File: src/rtl/xfer_ctrl_pkg.sv
`timescale 1ns/1ps
package xfer_ctrl_pkg;
  typedef enum logic [1:0] {
    CH_IDLE  = 2'd0,
    CH_RUN   = 2'd1,
    CH_HOLD  = 2'd2,
    CH_FLUSH = 2'd3
  } ch_state_e;
endpackage

File: src/rtl/xfer_chan_fsm.sv
`timescale 1ns/1ps
module xfer_chan_fsm
  import xfer_ctrl_pkg::*;
(
  input  logic clk_i,
  input  logic rst_ni,
  input  logic start_set_i,
  input  logic susp_i,
  input  logic abort_i,
  input  logic done_i,
  output logic run_o,
  output logic start_o,
  output logic busy_o,
  output logic cmpl_o
);
  ch_state_e state_q, state_d;

  assign run_o   = (state_q == CH_RUN) && !susp_i && !abort_i;
  assign cmpl_o  = run_o && done_i;
  assign start_o = (state_q != CH_IDLE);
  assign busy_o  = (state_q == CH_RUN) || (state_q == CH_HOLD);

  always_comb begin
    state_d = state_q;
    unique case (state_q)
      CH_IDLE:  if (start_set_i && !abort_i) state_d = susp_i ? CH_HOLD : CH_RUN;
      CH_RUN: begin
        if (abort_i)     state_d = CH_FLUSH;
        else if (susp_i) state_d = CH_HOLD;
        else if (done_i) state_d = CH_IDLE;
      end
      CH_HOLD: begin
        if (abort_i)      state_d = CH_FLUSH;
        else if (!susp_i) state_d = CH_RUN;
      end
      // one cycle for the datapath to drain before start clears
      CH_FLUSH: state_d = CH_IDLE;
      default:  state_d = CH_IDLE;
    endcase
  end

  always_ff @(posedge clk_i or negedge rst_ni) begin
    if (!rst_ni) state_q <= CH_IDLE;
    else         state_q <= state_d;
  end
endmodule

File: src/rtl/xfer_flag_irq.sv
`timescale 1ns/1ps
module xfer_flag_irq #(
  parameter int NCH = 3
) (
  input  logic           clk_i,
  input  logic           rst_ni,
  input  logic [NCH-1:0] set_i,
  input  logic [NCH-1:0] clr_i,
  input  logic           en_wr_i,
  input  logic [NCH-1:0] en_val_i,
  output logic [NCH-1:0] flag_o,
  output logic [NCH-1:0] en_o,
  output logic           irq_o
);
  logic [NCH-1:0] flag_q, en_q;

  for (genvar c = 0; c < NCH; c++) begin : g_flag
    always_ff @(posedge clk_i or negedge rst_ni) begin
      if (!rst_ni)        flag_q[c] <= 1'b0;
      else if (set_i[c])  flag_q[c] <= 1'b1;  // completion wins over clear
      else if (clr_i[c])  flag_q[c] <= 1'b0;
    end
  end

  always_ff @(posedge clk_i or negedge rst_ni) begin
    if (!rst_ni)      en_q <= '0;
    else if (en_wr_i) en_q <= en_val_i;
  end

  assign flag_o = flag_q;
  assign en_o   = en_q;
  assign irq_o  = |(flag_q & en_q);
endmodule

File: src/rtl/xfer_ctrl.sv
`timescale 1ns/1ps
module xfer_ctrl #(
  parameter int NCH = 3
) (
  input  logic           clk_i,
  input  logic           rst_ni,
  input  logic [NCH-1:0] start_set_i,
  input  logic           susp_wr_i,
  input  logic           susp_val_i,
  input  logic           abort_set_i,
  input  logic           irq_en_wr_i,
  input  logic [NCH-1:0] irq_en_val_i,
  input  logic [NCH-1:0] tc_clr_i,
  input  logic [NCH-1:0] dp_done_i,
  output logic [NCH-1:0] run_o,
  output logic [NCH-1:0] start_o,
  output logic           susp_o,
  output logic           abort_o,
  output logic [NCH-1:0] tc_flag_o,
  output logic [NCH-1:0] irq_en_o,
  output logic           irq_o
);
  logic           susp_q, abort_q;
  logic [NCH-1:0] busy, cmpl;

  always_ff @(posedge clk_i or negedge rst_ni) begin
    if (!rst_ni)        susp_q <= 1'b0;
    else if (susp_wr_i) susp_q <= susp_val_i;
  end

  // abort holds until no channel is running or held
  always_ff @(posedge clk_i or negedge rst_ni) begin
    if (!rst_ni) abort_q <= 1'b0;
    else         abort_q <= abort_set_i | (abort_q & (|busy));
  end

  for (genvar c = 0; c < NCH; c++) begin : g_ch
    xfer_chan_fsm u_fsm (
      .clk_i       (clk_i),
      .rst_ni      (rst_ni),
      .start_set_i (start_set_i[c]),
      .susp_i      (susp_q),
      .abort_i     (abort_q),
      .done_i      (dp_done_i[c]),
      .run_o       (run_o[c]),
      .start_o     (start_o[c]),
      .busy_o      (busy[c]),
      .cmpl_o      (cmpl[c])
    );
  end

  xfer_flag_irq #(.NCH(NCH)) u_flag (
    .clk_i    (clk_i),
    .rst_ni   (rst_ni),
    .set_i    (cmpl),
    .clr_i    (tc_clr_i),
    .en_wr_i  (irq_en_wr_i),
    .en_val_i (irq_en_val_i),
    .flag_o   (tc_flag_o),
    .en_o     (irq_en_o),
    .irq_o    (irq_o)
  );

  assign susp_o  = susp_q;
  assign abort_o = abort_q;
endmodule

File: config.mk
export PLATFORM = sky130hd
export DESIGN_NAME = xfer_ctrl
export DESIGN_NICKNAME = d
export VERILOG_FILES = /design/src/rtl/xfer_ctrl_pkg.sv /design/src/rtl/xfer_chan_fsm.sv /design/src/rtl/xfer_flag_irq.sv /design/src/rtl/xfer_ctrl.sv
export SDC_FILE = /design/constraint.sdc
export NUM_CORES = 1
export LEC_CHECK = 0
export ABC_AREA = 1
export BUFFER_PORTS_ARGS = -buffer_cell sky130_fd_sc_hd__buf_2
export CAP_MARGIN = 20
export CORE_MARGIN = 10
export CORE_UTILIZATION = 31
export DETAILED_ROUTE_END_ITERATION = 16
export GPL_TIMING_DRIVEN = 0
export PLACE_DENSITY_LB_ADDON = 0.15
export SLEW_MARGIN = 10
export SYNTH_ARGS = -nofsm -noshare
export SYNTH_HDL_FRONTEND = slang
export SYNTH_SLANG_ARGS = --single-unit
File: constraint.sdc
create_clock -name clk_i -period 1.26 [get_ports clk_i]
set_input_delay 0.189 -clock clk_i [delete_from_list [all_inputs] [get_ports clk_i]]
set_output_delay 0.189 -clock clk_i [all_outputs]
set_load 0.1 [all_outputs]
Yosys cells after proc, flatten, opt, wreduce, memory -nomap -nowiden
Cells that the tools add are included. Widths: inputs -> output; s select.

Register bits after elaboration: 14. Latch bits: 0. Bits in writable memories: 0. Bits in read-only memories: 0. Bits of input ports: 18. Output and inout port bits: 15. Word-level logic and storage cells: 85. Memories: 0.

Add/sub/neg operators: 0. Multiply operators: 0. Div/mod/pow operators: 0. Order comparisons: 0. Equality and inequality tests: 18. Shift operators: 0. Multiplexer cells: 24. Bitwise logic cells: 3. Reduce and logical (&&, ||, !) cells: 31.

Operators with widths (number): $mux 2 (15); $pmux 2 s4 (3); $eq 2x2->1 const B (6); $logic_and 1x1->1 (12); $ne 4x4->1 const B (3); $reduce_bool 2->1 (6); $ne 3x3->1 const B (3); $reduce_and 3->1 (3); $eq 2x1->1 const B (3); $logic_not 2->1 (3); $mux 1 (6); $ne 2x1->1 const B (3); $reduce_or 3->1 (2); $and 3x3->3 (1); $logic_or 1x1->1 (3); $logic_not 1->1 (2); $and 1x1->1 (1); $or 1x1->1 (1).

Logic depth before layout (Yosys ltp)
Gate-level depths: netlist of run 1.

Depth in word-level cells: 5. Mapped depth: 8. Mapped depth without buffers: 8.

Hierarchy
From an unflattened synthesis of run 1, not the netlist that was laid out.

Cells, all modules: 147. Area total of the unflattened synthesis: 1013.5 sq um.

Modules (own cells, without submodules): xfer_chan_fsm (times used 3, cells an instance 37, area each 230.2 sq um, seq. area each 50.0 sq um); xfer_flag_irq (times used 1, cells an instance 25, area each 237.7 sq um, seq. area each 150.1 sq um); xfer_ctrl (times used 1, cells an instance 11, area each 85.1 sq um, seq. area each 50.0 sq um).

Worst setup path after synthesis of run 1
Ideal clock, no wire load.

Kind: reg-to-output. Start: register u_flag.en_q[1] (netlist: u_flag.en_o[1]). End: output irq_o. Arrival time: 2.629 ns. Required time: 1.071 ns. Setup slack: -1.558 ns. Stages on the path, launching flop included: 3. Buffers on the path: 0. Path through: dfrtp_1 > inv_1 > o221ai_1.

Longest elaborated chain between the ends: 2.

RTL lines: from (decl) (RTL line xfer_flag_irq.sv:15) `logic [NCH-1:0] flag_q, en_q;`; from (signal assigned) (RTL line xfer_flag_irq.sv:27) `else if (en_wr_i) en_q <= en_val_i;`; $and 3x3->3 (RTL line xfer_flag_irq.sv:32) `assign irq_o = |(flag_q & en_q);`; $reduce_or 3->1 (RTL line xfer_flag_irq.sv:32); to (decl) (RTL line xfer_ctrl.sv:21) `output logic irq_o`.

No other way between the ends.

Worst setup path in the final report of run 1
Start: register abort_q (netlist: abort_o). End: output run_o[2].

Longest elaborated chain between the ends: 2.

RTL lines: from (decl) (RTL line xfer_ctrl.sv:23) `logic susp_q, abort_q;`; from (signal assigned) (RTL line xfer_ctrl.sv:34) `else abort_q <= abort_set_i | (abort_q & (|busy));`; $logic_not 1->1 (RTL line xfer_chan_fsm.sv:18) `assign run_o = (state_q == CH_RUN) && !susp_i && !abort_i;`; $logic_and 1x1->1 (RTL line xfer_chan_fsm.sv:18); to (decl) (RTL line xfer_ctrl.sv:15) `output logic [NCH-1:0] run_o,`.

No other way between the ends.

==> summary.md, run 1 <==
| Metric | Value |
|---|---|
| # clock sinks | 14 |
| HPWL Detailed | 2.36 mm |
| Worst Tran Pin Value | 0.339 ns |
| WHS Path Cells | 2 |
| Slew Viols, Final | 0 |
| PortBufs | 32 |
| Mux contribution to synthesized area | 1.04% |
| Root Buffer | clkbuf_4 |
| WHS Endpoint | u_flag.flag_o[0] |
| GR Overflow Total | 0 |
| Largest family of logic cells by synthesized area | simple AND/OR/NAND/NOR gates |
| Syn. warnings | 0 |
| RSZ-0062 raised after global routing | true |
| Antenna diodes | 0 |
| Worst-path maximum fanout | 3 |
| DR iter-0 viols | 46 |
| Die area | 6270 um2 |
| Total GRT Usage | 9.81% |
| I/O Pins | 33 |
| Post-synthesis sequential area ratio | 32.3% |
| Fmax | 0.596 GHz |
| Worst min-delay path class | input pin to register |
| Slew margin rel. | 77.4% |
| Outcome | complete, but fails checks |
| Clock Path Buffers | 2 |
| Fin nets | 250 |
| Synth Area in XOR/XNOR | 0% |
| Pwr dens | 2380 nW/um2 |
| Gpl congestion | 0.813 |
| Syn_nets | 186 |
| Cell Area, Synth | 1080 um2 |
| Routed vias | 1,177 |
| Post-synthesis compound-gate area fraction | 6.34% |
| Routed Antenna Nets | 0 |
| Row count | 21 |
| Final min period | 1.68 ns |
| TritonCTS Buffers | 3 |
| Initial antenna violation count | 0 |
| Initial Utilization | 32.3% |
| Vias in the first global route | 1,175 |
| Reg clk slew, reported paths | 0.10 ns |
| CP Launch Type | register |
| First-pass GRT wire length | 5.14 mm |
| R2r endpoint | u_flag.flag_o[2] |
| Fin. Hold Viols | 0 |
| Die Width | 79.2 um |
| Reg-to-reg critical path startpoint | abort_o |
| Hold Crit Start | tc_clr_i[0] |
| Crit path DAT | 1.49 ns |
| Max_cap viols | 0 |
| Post-Synth Simple-Gate Area | 32.3% |
| Skew-Pair Late Insertion Delay | 0.28 ns |
| Hold Slack | 0.0569 ns |
| Filler cells | 310 |
| Pre-Repair DR Iteration Count | 4 |
| Leakage | 0.959 nW |
| Die height | 79.2 um |
| Largest net degree at the start of global routing | 15 |
| # setup viols final | 15 |
| Drc violations | 0 |
| Worst VDD drop | 1.47 mV |
| CTS tree | built |
| Synth Register Bits | 14 |
| H-tree levels | 1 |
| Worst reg2reg setup slack | -0.37 ns |
| Cell variety after synth | 17 |
| Number of vias per cell | 4.44 |
| Final WS setup | -0.419 ns |
| Setup TNS Final | -2.38 ns |
| Failing checks | setup timing |
| Syn avg cell area | 6.95 um2 |
| Synth Area in Adders | 13.8% |
| CP Capture Type | primary output |
| Critical Path RT | 1.07 ns |
| Crit share post-route | 133% |
| Crit path kind | register to primary output |
| Total Routed Length | 3.41 mm |
| Core area | 3360 um2 |
| Wirelength per Cell | 12.9 um |
| Synth Instances | 156 |
| Area Growth Syn to Fin | 90.1% |
| Layout cell share with drive strength beyond 1 | 58.9% |
| Post-Route Skew | 0.00685 ns |
| Register-to-Register Path Depth | 12 |
==> layout by cell type (no fill, tap or decap) <==
master and count:
a21boi_1 1, a21boi_2 2, buf_12 8, buf_16 1, buf_2 17, buf_4 22
buf_6 16, buf_8 2, clkbuf_4 3, clkbuf_8 1, clkinv_8 1, dfrtp_1 6
dfrtp_2 2, dfrtp_4 6, dlygate4sd3_1 1, ha_1 1, ha_2 2, ha_4 9
inv_1 7, inv_2 9, inv_4 5, inv_6 1, mux2_2 1, nand2_1 52
nand2_2 6, nand3_1 2, nand3_2 2, nand3_4 2, nor2_1 12, nor2_2 3
nor2_4 7, nor3_1 1, o21ai_0 3, o21ai_1 3, o21bai_1 1, o221ai_4 1
==> per-stage QoR <==
| step | setup slack, ns | utilization [%] | power, mW | area (um2) | std cells |
|---|---|---|---|---|---|
| after floorplan | -0.224 | - | 2.67 | 1210 | 156 |
| after global placement | -0.426 | 42.5 | 3.04 | 1430 | 234 |
| after detailed placement | -0.433 | 42.5 | 3.09 | 1430 | 234 |
| after CTS | -0.427 | 53.7 | 4.34 | 1810 | 251 |
| after global routing | -0.488 | 61.3 | 5.26 | 2060 | 265 |
| final | -0.419 | 61.3 | 4.92 | 2060 | 265 |
==> sequential cells by signal, indices dropped and copies added (netlist names) <==
register            cells
g_ch.u_fsm.state_q      6
u_flag.en_o             3
u_flag.flag_o           3
abort_o                 1
susp_o                  1
==> worst max path at each step <==
stage	from	cells after the start	endpoint
after floorplan	u_flag.en_o[1]	2	irq_o
after global placement	abort_o	6	run_o[2]
after detailed placement	abort_o	6	run_o[0]
after CTS	abort_o	6	run_o[2]
after global routing	abort_o	6	run_o[2]
final	abort_o	6	run_o[2]
==> Yosys cell counts <==
cell type | number | share of area (%)
nand2_1 | 58 | 20
inv_1 | 21 | 7.3
nor2_1 | 18 | 6.2
dfrtp_1 | 14 | 32
ha_1 | 12 | 14
buf_4 | 6 | 4.2
nand3_1 | 6 | 2.8
o21ai_0 | 6 | 2.8
a21boi_0 | 3 | 2.1
nor2_2 | 3 | 1.7
buf_6 | 2 | 2.1
inv_2 | 2 | 0.69
mux2_2 | 1 | 1.0
nor2_4 | 1 | 1.0
nor3_1 | 1 | 0.46
o21bai_1 | 1 | 0.69
o221ai_1 | 1 | 0.81
==> kinds of logic (layout without fill, tap and decap cells) <==
kind of cell | Yosys count | after routing
AOI/OAI and AO/OA | 11 | 11
muxes | 1 | 1
adders and majority gates | 12 | 12
DFF | 14 | 14
buffers and inverters | 31 | 94
and+or+nand+nor | 87 | 87
==> final cells by class <==
cell class              instances  area [um2]  area share (%)
flip-flops and latches         14         375            18.2
clock buffers                   4        36.3            1.76
inverters                      23         116            5.64
well taps                      46        57.6            2.79
repair buffers                 64         608            29.5
multi-input cells             111         818            39.7
plain buffers                   3        50.0            2.43
==> timing repair <==
action                                  4_1_cts  5_1_grt
gates resized for setup                      78       41
pin swaps                                    12       14
hold endpoints to repair                     14        0
hold buffers                                  1        0
gates cloned                                  0        0
setup buffers                                17       16
endpoints found under the setup margin       16       16
==> power breakdown <==
part	total, mW	internal [mW]	switching, mW
clock network	0.337	0.176	0.162
registers	0.706	0.599	0.107
logic	3.87	1.69	2.19
==> worst max-delay path, stage by stage, from the launching register on <==
cell and delay [ns]:
dfrtp_4 0.50, buf_8 0.13, nor2_4 0.10, inv_4 0.07, nor2_4 0.14, buf_12 0.11, buf_16 0.15
==> routing by layer <==
metal	part of all wire (%)	global-route usage (%)	routed length, um
met1	36	9.99	1240
met4	0.94	2.33	32
met5	0	0	0
met2	59	19.6	2020
met3	3.5	2.03	120
No activity file was read; power rests on OpenSTA's default activity.
==> run 2: changes to the inputs <==
==> constraint.sdc (replaced) <==
create_clock -name clk_i -period 1.26 [get_ports clk_i]
set_input_delay 0.063 -clock clk_i [delete_from_list [all_inputs] [get_ports clk_i]]
set_output_delay 0.063 -clock clk_i [all_outputs]
set_load 0.1 [all_outputs]
==> summary.md, run 2 (same netlist as run 1, synthesis figures left out) <==
| Metric | Value |
|---|---|
| Outcome | complete, but fails checks (unchanged) |
| Failing checks | setup timing (unchanged) |
| I/O Pins | 33 (unchanged) |
| CTS tree | built (unchanged) |
| Pre-Repair DR Iteration Count | 4 (unchanged) |
| First-pass GRT wire length | 5.24 mm (was 5.14 mm) |
| Crit path DAT | 1.48 ns (was 1.49 ns) |
| Leakage | 0.951 nW (was 0.959 nW) |
| DR iter-0 viols | 20 (was 46) |
| H-tree levels | 1 (unchanged) |
| Worst Tran Pin Value | 0.500 ns (was 0.339 ns) |
| Root Buffer | clkbuf_4 (unchanged) |
| Final WS setup | -0.283 ns (was -0.419 ns) |
| Crit path kind | register to primary output (unchanged) |
| Post-Route Skew | 0.00242 ns (was 0.00685 ns) |
| HPWL Detailed | 2.36 mm (unchanged) |
| Die area | 6270 um2 (unchanged) |
| Slew Viols, Final | 0 (unchanged) |
| # setup viols final | 13 (was 15) |
| CP Capture Type | primary output (unchanged) |
| Power Total | 4.85 mW (was 4.92 mW) |
| Antenna diodes | 0 (unchanged) |
| Worst-path maximum fanout | 3 (unchanged) |
| CP max stage cell | dfrtp_4 (unchanged) |
| Slowest cell delay on critical path | 0.50 ns (about the same) |
| Routed Antenna Nets | 0 (unchanged) |
| Final min period | 1.54 ns (was 1.68 ns) |
| Crit share post-route | 122% (was 133%) |
| PortBufs | 32 (unchanged) |
| Skew-Pair Late Insertion Delay | 0.28 ns (about the same) |
| Cell repeated most along the worst path | nor2_4 (unchanged) |
| CP Launch Type | register (unchanged) |
| Commonest non-fill, non-tap cells in the layout | 52 x nand2_1, 23 x buf_2, 17 x buf_4, 11 x nor2_1 (was 52 x nand2_1, 22 x buf_4, 17 x buf_2, 16 x buf_6, 12 x nor2_1) |
| Gpl congestion | 0.813 (unchanged) |
| Most flop-heavy register | g_ch.u_fsm.state_q (unchanged) |
| Hold Slack | 0.0221 ns (was 0.0569 ns) |
| Area Growth Syn to Fin | 88.4% (was 90.1%) |
| Clock power share | 6.9% (about the same) |
| Fin. Hold Viols | 0 (unchanged) |
| Max_cap viols | 0 (unchanged) |
| Sw Ratio | 50.7% (was 50.0%) |
| Setup TNS Final | -0.880 ns (was -2.38 ns) |
| Power Internal | 2.39 mW (was 2.46 mW) |
| Commonest non-fill, non-tap cell in the layout | nand2_1 (unchanged) |
| Filler cells | 312 (was 310) |
| Clock Path Buffers | 2 (unchanged) |
| Inst Count DP | 234 (unchanged) |
| Die Width | 79.2 um (unchanged) |
| Routed vias | 1,185 (was 1,177) |
| Gate power share | 78.6% (was 78.8%) |
| Pwr dens | 2370 nW/um2 (was 2380 nW/um2) |
| Reg clk slew, reported paths | 0.10 ns (about the same) |
| Sw power | 2.46 mW (about the same) |
| TritonCTS Buffers | 3 (unchanged) |
| # clock sinks | 14 (unchanged) |
| RSZ-0062 raised after global routing | true (unchanged) |
| Slew margin rel. | 66.9% (was 77.4%) |
| Wirelength per Cell | 13.0 um (was 12.9 um) |
| Worst VDD drop | 1.39 mV (was 1.47 mV) |
| Core area | 3360 um2 (unchanged) |
| Number of vias per cell | 4.44 (about the same) |
| Critical Path RT | 1.20 ns (was 1.07 ns) |
| Drc violations | 0 (unchanged) |
| Sequential share of power | 14.5% (was 14.4%) |
| Largest register FFs | 6 (unchanged) |
| Row count | 21 (unchanged) |
| Worst min-delay path class | input pin to register (unchanged) |
| GR Overflow Total | 0 (unchanged) |
| Layout cell share with drive strength beyond 1 | 56.1% (was 58.9%) |
| Total Routed Length | 3.48 mm (was 3.41 mm) |
| Fmax | 0.648 GHz (was 0.596 GHz) |
| Largest net degree at the start of global routing | 15 (unchanged) |
| Total GRT Usage | 10.0% (was 9.81%) |
| Non-Filler Instances | 267 (was 265) |
| Crit path cell chain | buf_8, nor2_4, inv_4, nor2_4, buf_12, buf_16 (unchanged) |
| Fin nets | 252 (was 250) |
| Vias in the first global route | 1,204 (was 1,175) |
| Register area | 375 um2 (unchanged) |
| Die height | 79.2 um (unchanged) |
| Worst slack, placed | -0.307 ns (was -0.433 ns) |
| Multi-input logic area | 826 um2 (was 818 um2) |
| Initial antenna violation count | 0 (unchanged) |
| Initial Utilization | 32.3% (unchanged) |
run 2: cell types whose count changed in the layout (fill, tap and decap cells not counted), moves of 5 or more:
cell,before,now
buf_2,17,23
buf_4,22,17
buf_6,16,9
dlygate4sd3_1,1,9
run 2: final timing paths:
| kind | cells after the start | startpoint | slack [ns] | end |
|---|---|---|---|---|
| max | 6 | abort_o | -0.28 | run_o[2] |
| min | 2 | irq_en_wr_i | 0.02 | u_flag.en_o[0] |
| max reg2reg | 8 | abort_o | -0.05 | u_flag.flag_o[2] |
| min reg2reg | 1 | u_flag.en_o[2] | 0.54 | u_flag.en_o[2] |
| max in group asynchronous | 2 | rst_ni | 0.75 | abort_o |
| min in group asynchronous | 2 | rst_ni | 0.22 | u_flag.en_o[0] |
run 2: final cells by class:
cell class              instances  area share [%]
plain buffers                   3            2.45
clock buffers                   4            1.78
inverters                      23            5.33
multi-input cells             111            40.4
flip-flops and latches         14            18.4
well taps                      46            2.82
repair buffers                 66            28.8
run 2: power by group through the flow:
stage                     sequential [mW]  clock (mW)  combinational, mW
final                               0.704       0.336               3.81
after global routing                0.717       0.371               4.09
after CTS                           0.695       0.353               3.26
after detailed placement            0.710           0               2.38
after global placement              0.701           0               2.34
after floorplan                     0.918           0               1.75
run 2: worst max-delay path, delay by kind of cell, from the launching register on:
kind          cells  cell delay [ns]
flops             1             0.50
buf+inv           4             0.46
simple gates      2             0.23
run 2: stage by stage:
step / instance area (um2) / util [%]
after floorplan: 1210 / -
after global placement: 1430 / 42.5
after detailed placement: 1430 / 42.5
after CTS: 1850 / 55.0
after global routing: 2040 / 60.8
final: 2040 / 60.8
run 2: what timing repair did:
| action | in CTS | in global routing |
|---|---|---|
| setup endpoints to repair | 8 | 15 |
| setup buffers | 17 | 9 |
| pin swaps | 12 | 12 |
| hold buffers | 9 | 0 |
| gates resized for setup | 67 | 33 |
| endpoints found under the hold margin | 21 | 0 |
run 2: metal layers:
metal	global-route usage, %	up-vias	wire length (um)
met4	2.33	0	31
met3	2.03	4	123
met5	0	-	0
li1	-	597	-
met2	20.1	23	2030
met1	10.2	561	1290
